**config.mk**
```make
export PLATFORM = sky130hd
export DESIGN_NAME = bandmv_top
export DESIGN_NICKNAME = d
export VERILOG_FILES = /design/src/rtl/bandmv_pkg.sv /design/src/rtl/bandmv_cell.sv /design/src/rtl/bandmv_ctrl.sv /design/src/rtl/bandmv_top.sv
export SDC_FILE = /design/constraint.sdc
export NUM_CORES = 2
export LEC_CHECK = 0
export BUFFER_PORTS_ARGS = -buffer_cell sky130_fd_sc_hd__clkbuf_2
export CORE_MARGIN = 1
export CORE_UTILIZATION = 70
export CTS_BUF_LIST = sky130_fd_sc_hd__clkbuf_16
export DETAILED_ROUTE_END_ITERATION = 8
export PLACE_DENSITY = 0.87
export SYNTH_ARGS = -nofsm -noshare
export SYNTH_HDL_FRONTEND = slang
export SYNTH_HIERARCHICAL = 1
export SYNTH_SLANG_ARGS = --single-unit
```
**constraint.sdc**
```tcl
create_clock -name clk -period 17.79 [get_ports clk]
set_clock_uncertainty 0.15 [all_clocks]
set_input_delay 1.779 -clock clk [delete_from_list [all_inputs] [get_ports clk]]
set_output_delay 1.779 -clock clk [all_outputs]
set_load 0.02 [all_outputs]
```
**src/rtl/bandmv_pkg.sv**
```systemverilog
package bandmv_pkg;

    typedef enum logic {
        PH_IDLE = 1'b0,
        PH_RUN  = 1'b1
    } bmv_phase_e;

    // Cycle of the last result, counted from time zero.
    function automatic int bmv_last_cycle(input int n, input int half_bw);
        return 2 * (n - 1) + 2 * half_bw + 1;
    endfunction

endpackage

```
**src/rtl/bandmv_cell.sv**
```systemverilog
module bandmv_cell #(
    parameter int DW = 16,
    parameter int AW = 32
) (
    input  logic                 clk,
    input  logic                 rst_n,
    input  logic                 x_vld_i,
    input  logic signed [DW-1:0] x_dat_i,
    input  logic                 y_vld_i,
    input  logic signed [AW-1:0] y_dat_i,
    input  logic signed [DW-1:0] coef_i,
    output logic                 x_vld_o,
    output logic signed [DW-1:0] x_dat_o,
    output logic                 y_vld_o,
    output logic signed [AW-1:0] y_dat_o
);
    localparam int PW = 2 * DW;

    typedef struct packed {
        logic                 xv;
        logic signed [DW-1:0] xd;
        logic                 yv;
        logic signed [AW-1:0] yd;
    } cell_st_t;

    cell_st_t st_d, st_q;
    logic signed [PW-1:0] prod;
    logic signed [AW-1:0] term;

    always_comb begin
        prod = coef_i * x_dat_i;
        term = AW'(prod);
        st_d    = st_q;
        st_d.xv = x_vld_i;
        st_d.xd = x_vld_i ? x_dat_i : '0;
        st_d.yv = y_vld_i;
        if (!y_vld_i) begin
            st_d.yd = '0;
        end else if (x_vld_i) begin
            st_d.yd = y_dat_i + term;
        end else begin
            st_d.yd = y_dat_i;
        end
    end

    always_ff @(posedge clk or negedge rst_n) begin
        if (!rst_n) begin
            st_q <= '0;
        end else begin
            st_q <= st_d;
        end
    end

    assign x_vld_o = st_q.xv;
    assign x_dat_o = st_q.xd;
    assign y_vld_o = st_q.yv;
    assign y_dat_o = st_q.yd;

endmodule

```
**src/rtl/bandmv_ctrl.sv**
```systemverilog
module bandmv_ctrl
    import bandmv_pkg::*;
#(
    parameter int N       = 8,
    parameter int HALF_BW = 1,
    parameter int LAST    = bmv_last_cycle(N, HALF_BW),
    parameter int CW      = $clog2(LAST + 1)
) (
    input  logic          clk,
    input  logic          rst_n,
    input  logic          start_i,
    output logic          inject_o,
    output logic          done_o,
    output logic          busy_o,
    output logic [CW-1:0] cnt_o
);
    localparam logic [CW-1:0] INJ_END  = CW'(2 * N);
    localparam logic [CW-1:0] CNT_STOP = CW'(LAST - 1);

    typedef struct packed {
        bmv_phase_e    ph;
        logic [CW-1:0] cnt;
        logic          done;
    } ctrl_st_t;

    ctrl_st_t st_d, st_q;

    always_comb begin
        st_d      = st_q;
        st_d.done = 1'b0;
        unique case (st_q.ph)
            PH_IDLE: begin
                if (start_i) begin
                    st_d.ph  = PH_RUN;
                    st_d.cnt = '0;
                end
            end
            PH_RUN: begin
                if (st_q.cnt == CNT_STOP) begin
                    st_d.ph   = PH_IDLE;
                    st_d.cnt  = '0;
                    st_d.done = 1'b1;
                end else begin
                    st_d.cnt = st_q.cnt + 1'b1;
                end
            end
            default: st_d.ph = PH_IDLE;
        endcase
    end

    always_ff @(posedge clk or negedge rst_n) begin
        if (!rst_n) begin
            st_q <= '{ph: PH_IDLE, cnt: '0, done: 1'b0};
        end else begin
            st_q <= st_d;
        end
    end

    assign inject_o = (st_q.ph == PH_RUN) && !st_q.cnt[0] && (st_q.cnt < INJ_END);
    assign done_o   = st_q.done;
    assign busy_o   = (st_q.ph == PH_RUN);
    assign cnt_o    = st_q.cnt;

endmodule

```
**src/rtl/bandmv_top.sv**
```systemverilog
module bandmv_top
    import bandmv_pkg::*;
#(
    parameter int N       = 8,
    parameter int HALF_BW = 1,
    parameter int DW      = 16,
    parameter int AW      = 32
) (
    input  logic                        clk,
    input  logic                        rst_n,
    input  logic                        start_i,
    input  logic                        x_valid_i,
    input  logic signed [DW-1:0]        x_data_i,
    input  logic [(2*HALF_BW+1)*DW-1:0] coef_i,
    output logic                        y_valid_o,
    output logic signed [AW-1:0]        y_data_o,
    output logic                        done_o
);
    localparam int W    = 2 * HALF_BW + 1;
    localparam int LAST = bmv_last_cycle(N, HALF_BW);
    localparam int CW   = $clog2(LAST + 1);

    typedef struct packed {
        logic                 v;
        logic signed [DW-1:0] d;
    } xin_st_t;

    xin_st_t xin_d, xin_q;

    always_comb begin
        xin_d   = xin_q;
        xin_d.v = x_valid_i;
        xin_d.d = x_valid_i ? x_data_i : '0;
    end

    always_ff @(posedge clk or negedge rst_n) begin
        if (!rst_n) begin
            xin_q <= '0;
        end else begin
            xin_q <= xin_d;
        end
    end

    logic          inject_w;
    logic          busy_w;
    logic [CW-1:0] cnt_w;

    bandmv_ctrl #(
        .N(N), .HALF_BW(HALF_BW), .LAST(LAST), .CW(CW)
    ) u_ctrl (
        .clk(clk), .rst_n(rst_n), .start_i(start_i),
        .inject_o(inject_w), .done_o(done_o), .busy_o(busy_w), .cnt_o(cnt_w)
    );

    // x chain: xv_w[k] feeds cell k; xo_* are cell outputs.
    logic                 xv_w [W];
    logic signed [DW-1:0] xd_w [W];
    logic                 xo_v [W];
    logic signed [DW-1:0] xo_d [W];
    // y chain: yv_w[k] is cell k output; index W is the zero injection.
    logic                 yv_w [W+1];
    logic signed [AW-1:0] yd_w [W+1];

    assign xv_w[0] = xin_q.v;
    assign xd_w[0] = xin_q.d;
    assign yv_w[W] = inject_w;
    assign yd_w[W] = '0;

    for (genvar k = 0; k < W; k++) begin : g_cell
        if (k > 0) begin : g_link
            assign xv_w[k] = xo_v[k-1];
            assign xd_w[k] = xo_d[k-1];
        end
        bandmv_cell #(.DW(DW), .AW(AW)) u_cell (
            .clk(clk), .rst_n(rst_n),
            .x_vld_i(xv_w[k]), .x_dat_i(xd_w[k]),
            .y_vld_i(yv_w[k+1]), .y_dat_i(yd_w[k+1]),
            .coef_i(coef_i[k*DW +: DW]),
            .x_vld_o(xo_v[k]), .x_dat_o(xo_d[k]),
            .y_vld_o(yv_w[k]), .y_dat_o(yd_w[k])
        );
    end

    logic unused_tail;
    assign unused_tail = ^{xo_v[W-1], xo_d[W-1]};

    assign y_valid_o = yv_w[0];
    assign y_data_o  = yd_w[0];

endmodule

```
Word level (Yosys, flattened, before mapping):

Cells that the tools add are included.

* register bits: 157
* word-level logic and storage cells: 43

* reduce and logical (&&, ||, !) cells: 3
* bitwise gates (word level): 1
* add/subtract/negate cells: 3
* $mul: 3
* equality and inequality tests: 2
* order comparisons: 1
* multiplexer cells: 15

Operator list (count)
* $mux W32: 6
* $mul A16 B16 Y32: 3
* $add A32 B32 Y32: 2
* $mux W16: 3
* $pmux W6 S2: 1
* $mux W6: 1
* $add A5 B1 Y5 const B: 1
* $eq A5 B5 Y1 const B: 1
* $lt A5 B5 Y1 const B: 1
* $mux W5: 1
* $mux W1: 3
* $logic_and A1 B1 Y1: 2
* $ne A2 B2 Y1 const B: 1
* $logic_not A1 Y1: 1
* $not A1 Y1: 1

Depth between registers and ports, before layout:

* depth in word-level cells: 4
* mapped depth: 24
* mapped depth without buffers: 22

Hierarchy:

The synthesis kept the hierarchy.

Modules (own cells, without submodules)
* bandmv_cell (g_cell[1].u_cell): times used 1, cells an instance 1342, area an instance 12819.8 µm²
* bandmv_cell (g_cell[2].u_cell): times used 1, cells an instance 1352, area an instance 12806.0 µm²
* bandmv_cell (g_cell[0].u_cell): times used 1, cells an instance 1339, area an instance 12713.4 µm²
* bandmv_top: times used 1, cells an instance 35, area an instance 555.5 µm²
* bandmv_ctrl: times used 1, cells an instance 36, area an instance 344.1 µm²

Worst setup path before layout:

No wires, ideal clock.

* kind: input port to flip-flop
* start point: input coef_i[15]
* end point: register g_cell[0].u_cell.st_q (netlist bit g_cell[0].u_cell/y_dat_o[31])
* setup slack: 10059 ps
* buffers on the path: 1
* stages: 21
* arrival time: 7443 ps
* library setup time: 139 ps
* cells stage by stage: clkbuf_1 -> nand2_1 -> inv_1 -> fa_1 -> inv_1 -> fa_1 -> inv_1 -> fa_1 -> fa_1 -> fa_1 -> inv_1 -> fa_1 -> inv_1 -> ha_1 -> and4_1 -> a2111o_1 -> a21oi_1 -> o21ai_1 -> a2111o_1 -> o21ai_1 -> a211oi_1

RTL lines
* start: declaration: RTL line bandmv_top.sv:14 `input logic [(2*HALF_BW+1)*DW-1:0] coef_i,`
* end signal: assignment: RTL line bandmv_cell.sv:50 `st_q <= st_d;`
* end: declaration: RTL line bandmv_cell.sv:26 `cell_st_t st_d, st_q;`

==> results.json <==
{
  "hold_path_class": "reg2reg",
  "vias_per_cell": 5.69,
  "grt_pass1_wl_mm": 152,
  "initial_core_util_pct": 71.4,
  "arrival_ns": 8.20,
  "power.internal_mw": 2.25,
  "layout-drive-gt1-share_pct": 4.28,
  "whs_path_depth": 2,
  "cts_buffer_depth": 2,
  "ant_nets": 0,
  "first_global_vias": 31000,
  "final_cell_mix": "1025 x inv_1, 876 x fa_1, 409 x and2_1",
  "hold_buffers": 0,
  "cts_root_buf": "clkbuf_16",
  "drc": 0,
  "p_per_area_nw_per_um2": 120,
  "place_congestion": 0.923,
  "place_area_um2": 39900,
  "yosysWarnings": 6,
  "fmax_mhz": 125,
  "tritoncts": "yes",
  "crit_required_ns": 17.99,
  "drt_wl_total_mm": 89.1,
  "finalSetupViolations": 0,
  "drt_iter0_drc": 1644,
  "slew_headroom_pct": 37.2,
  "drv_slew": 0,
  "drtPass1Iterations": 7,
  "layout.nets": 5363,
  "numCtsBuffers": 17,
  "max_cap_viol_count": 0,
  "rsz0062_at_grt": "false",
  "core_area_um2": 54200,
  "cpMaxStageDelayCell": "fa_1",
  "rows": 85,
  "reg2reg_to": "g_cell[1].u_cell/y_dat_o[31]",
  "clkPwrFrac_pct": 7.7,
  "power_switching_mw": 2.59,
  "finalSetupTns_ns": 0,
  "synth_area_um2": 38700,
  "io_buffer_count": 101,
  "antenna_found_initial": 1,
  "crit_chain": "clkbuf_2 > nand2_1 > inv_1 > fa_1 > inv_1 > fa_1 > inv_1 > fa_1 > fa_1 > fa_1 > inv_1 > fa_1 > inv_1 > ha_1 > nand4_1 > a211oi_1 > o211ai_1 > nand3_1 > a41oi_1 > xnor2_1 > a21oi_1",
  "whs_endpoint": "g_cell[1].u_cell/y_dat_o[29]",
  "avgSynthCellArea_um2": 9.51,
  "grt_max_degree": 98,
  "post_cts_buffers": 0,
  "cts_sinks": 157,
  "seq_power_share_pct": 11.2,
  "clk-insertion-delay-late_ns": 0.49,
  "die_h_um": 237,
  "synthToLayoutAreaGrowth_pct": 4.51,
  "die_x_um": 237,
  "final_common_cell": "inv_1",
  "p_sw_share_pct": 53.4,
  "max-vdd-ir-drop_v": 0.000109,
  "crit-reg2reg-launch": "g_cell[0].u_cell/x_dat_o[1]",
  "combPwrFrac_pct": 81.1,
  "worst_path_most_repeated_cell": "fa_1",
  "status": "finished clean",
  "netlist_instances": 4070,
  "cpPeakStageDelay_ns": 0.73,
  "cp_max_fo": 16,
  "route.vias.total": 27500,
  "seq_area_um2": 3930,
  "ff2ff_path_depth": 21,
  "hold_path_startpoint": "g_cell[2].u_cell/y_dat_o[29]",
  "die-area_um2": 56200,
  "total_power_mw": 4.84,
  "clk_pin_slew_ns": 0.07,
  "tightest_slew_ns": 0.943,
  "final_area_um2": 40500,
  "multi_input_area_um2": 30600,
  "period_needed_ns": 8.00,
  "grt_overflow_total": 0,
  "htree_levels": 4,
  "pin_count": 102,
  "critPathLaunchType": "primary input",
  "critPathCaptureType": "flop",
  "grt.total_usage_pct": 34.7,
  "rrSetupSlack_ns": 10.65,
  "leakage_nw": 21.9,
  "n_fill_cell": 3658,
  "timing.final.crit_share_pct": 45.0,
  "crit_type": "in2reg",
  "detail_route.wl_per_cell_um": 18.4,
  "dp_hpwl_mm": 74.1,
  "cts.repair.resized": 0,
  "hold_viol": 0
}
[cell type report]
type | count | share of cell area [%]
sequential | 157 | 9.72
timing repair buffer | 111 | 1.45
tap | 696 | 2.15
antenna | 1 | 0.00619
clock buffer | 17 | 1.05
inverter | 1026 | 9.52
clock inverter | 15 | 0.402
multi-input combinational | 2810 | 75.7
[state kept, by name, indices dropped and copies added (netlist names)]
| register | count |
|---|---|
| xin_q | 1 |
| xd_w | 16 |
| u_ctrl/cnt_o | 5 |
| g_cell.u_cell/y_dat_o | 96 |
| u_ctrl/done_o | 1 |
| g_cell.u_cell/x_dat_o | 32 |
| g_cell.u_cell/x_vld_o | 2 |
| u_ctrl/busy_o | 1 |
| g_cell.u_cell/y_vld_o | 3 |
[power groups by stage]
stage / clock (mW) / sequential (mW) / combinational (mW)
after detailed placement: 0 / 0.547 / 3.85
after floorplan: 0 / 0.517 / 2.96
after CTS: 0.378 / 0.540 / 3.91
final: 0.372 / 0.544 / 3.93
after global routing: 0.390 / 0.549 / 4.43
after global placement: 0 / 0.545 / 3.75
[how the worst max path moves through the flow]
| stage | startpoint | slack (ns) | to | cells after the start |
|---|---|---|---|---|
| 6_report | coef_i[47] | 9.79 | g_cell[2].u_cell/y_dat_o[31] | 21 |
| 5_1_grt | coef_i[47] | 9.48 | g_cell[2].u_cell/y_dat_o[31] | 21 |
| 4_1_cts | coef_i[47] | 9.84 | g_cell[2].u_cell/y_dat_o[31] | 21 |
| 3_5_place_dp | coef_i[47] | 9.32 | g_cell[2].u_cell/y_dat_o[31] | 21 |
| 3_3_place_gp | coef_i[47] | 9.38 | g_cell[2].u_cell/y_dat_o[31] | 21 |
| 2_1_floorplan | coef_i[15] | 10.06 | g_cell[0].u_cell/y_dat_o[31] | 21 |
[metrics by stage]
stage	utilization, %	hold WS (ns)	setup WS [ns]	instances
finish	74.6	0.402	9.79	4833
global route	74.6	0.415	9.48	4832
CTS	74.6	0.400	9.84	4832
detailed placement	73.5	0.383	9.32	4800
global placement	73.5	0.383	9.38	4800
floorplan	-	0.202	10.06	4133
[critical path: cells and delay by family]
kind            cells  cell delay (ns)
xor+xnor            1             0.18
buf+inv             6             0.84
simple gates        3             0.71
fa+ha+maj           7             3.68
compound gates      4             0.97
[layer usage]
layer / vias to the layer above / track usage, % / share of wire, %
met5: - / 0 / 0
met4: 0 / 16.1 / 4.5
met3: 277 / 5.31 / 6.5
met2: 1025 / 61.2 / 52
met1: 14100 / 42.3 / 37
li1: 12100 / - / -
Power figures use the tool's default switching activity.
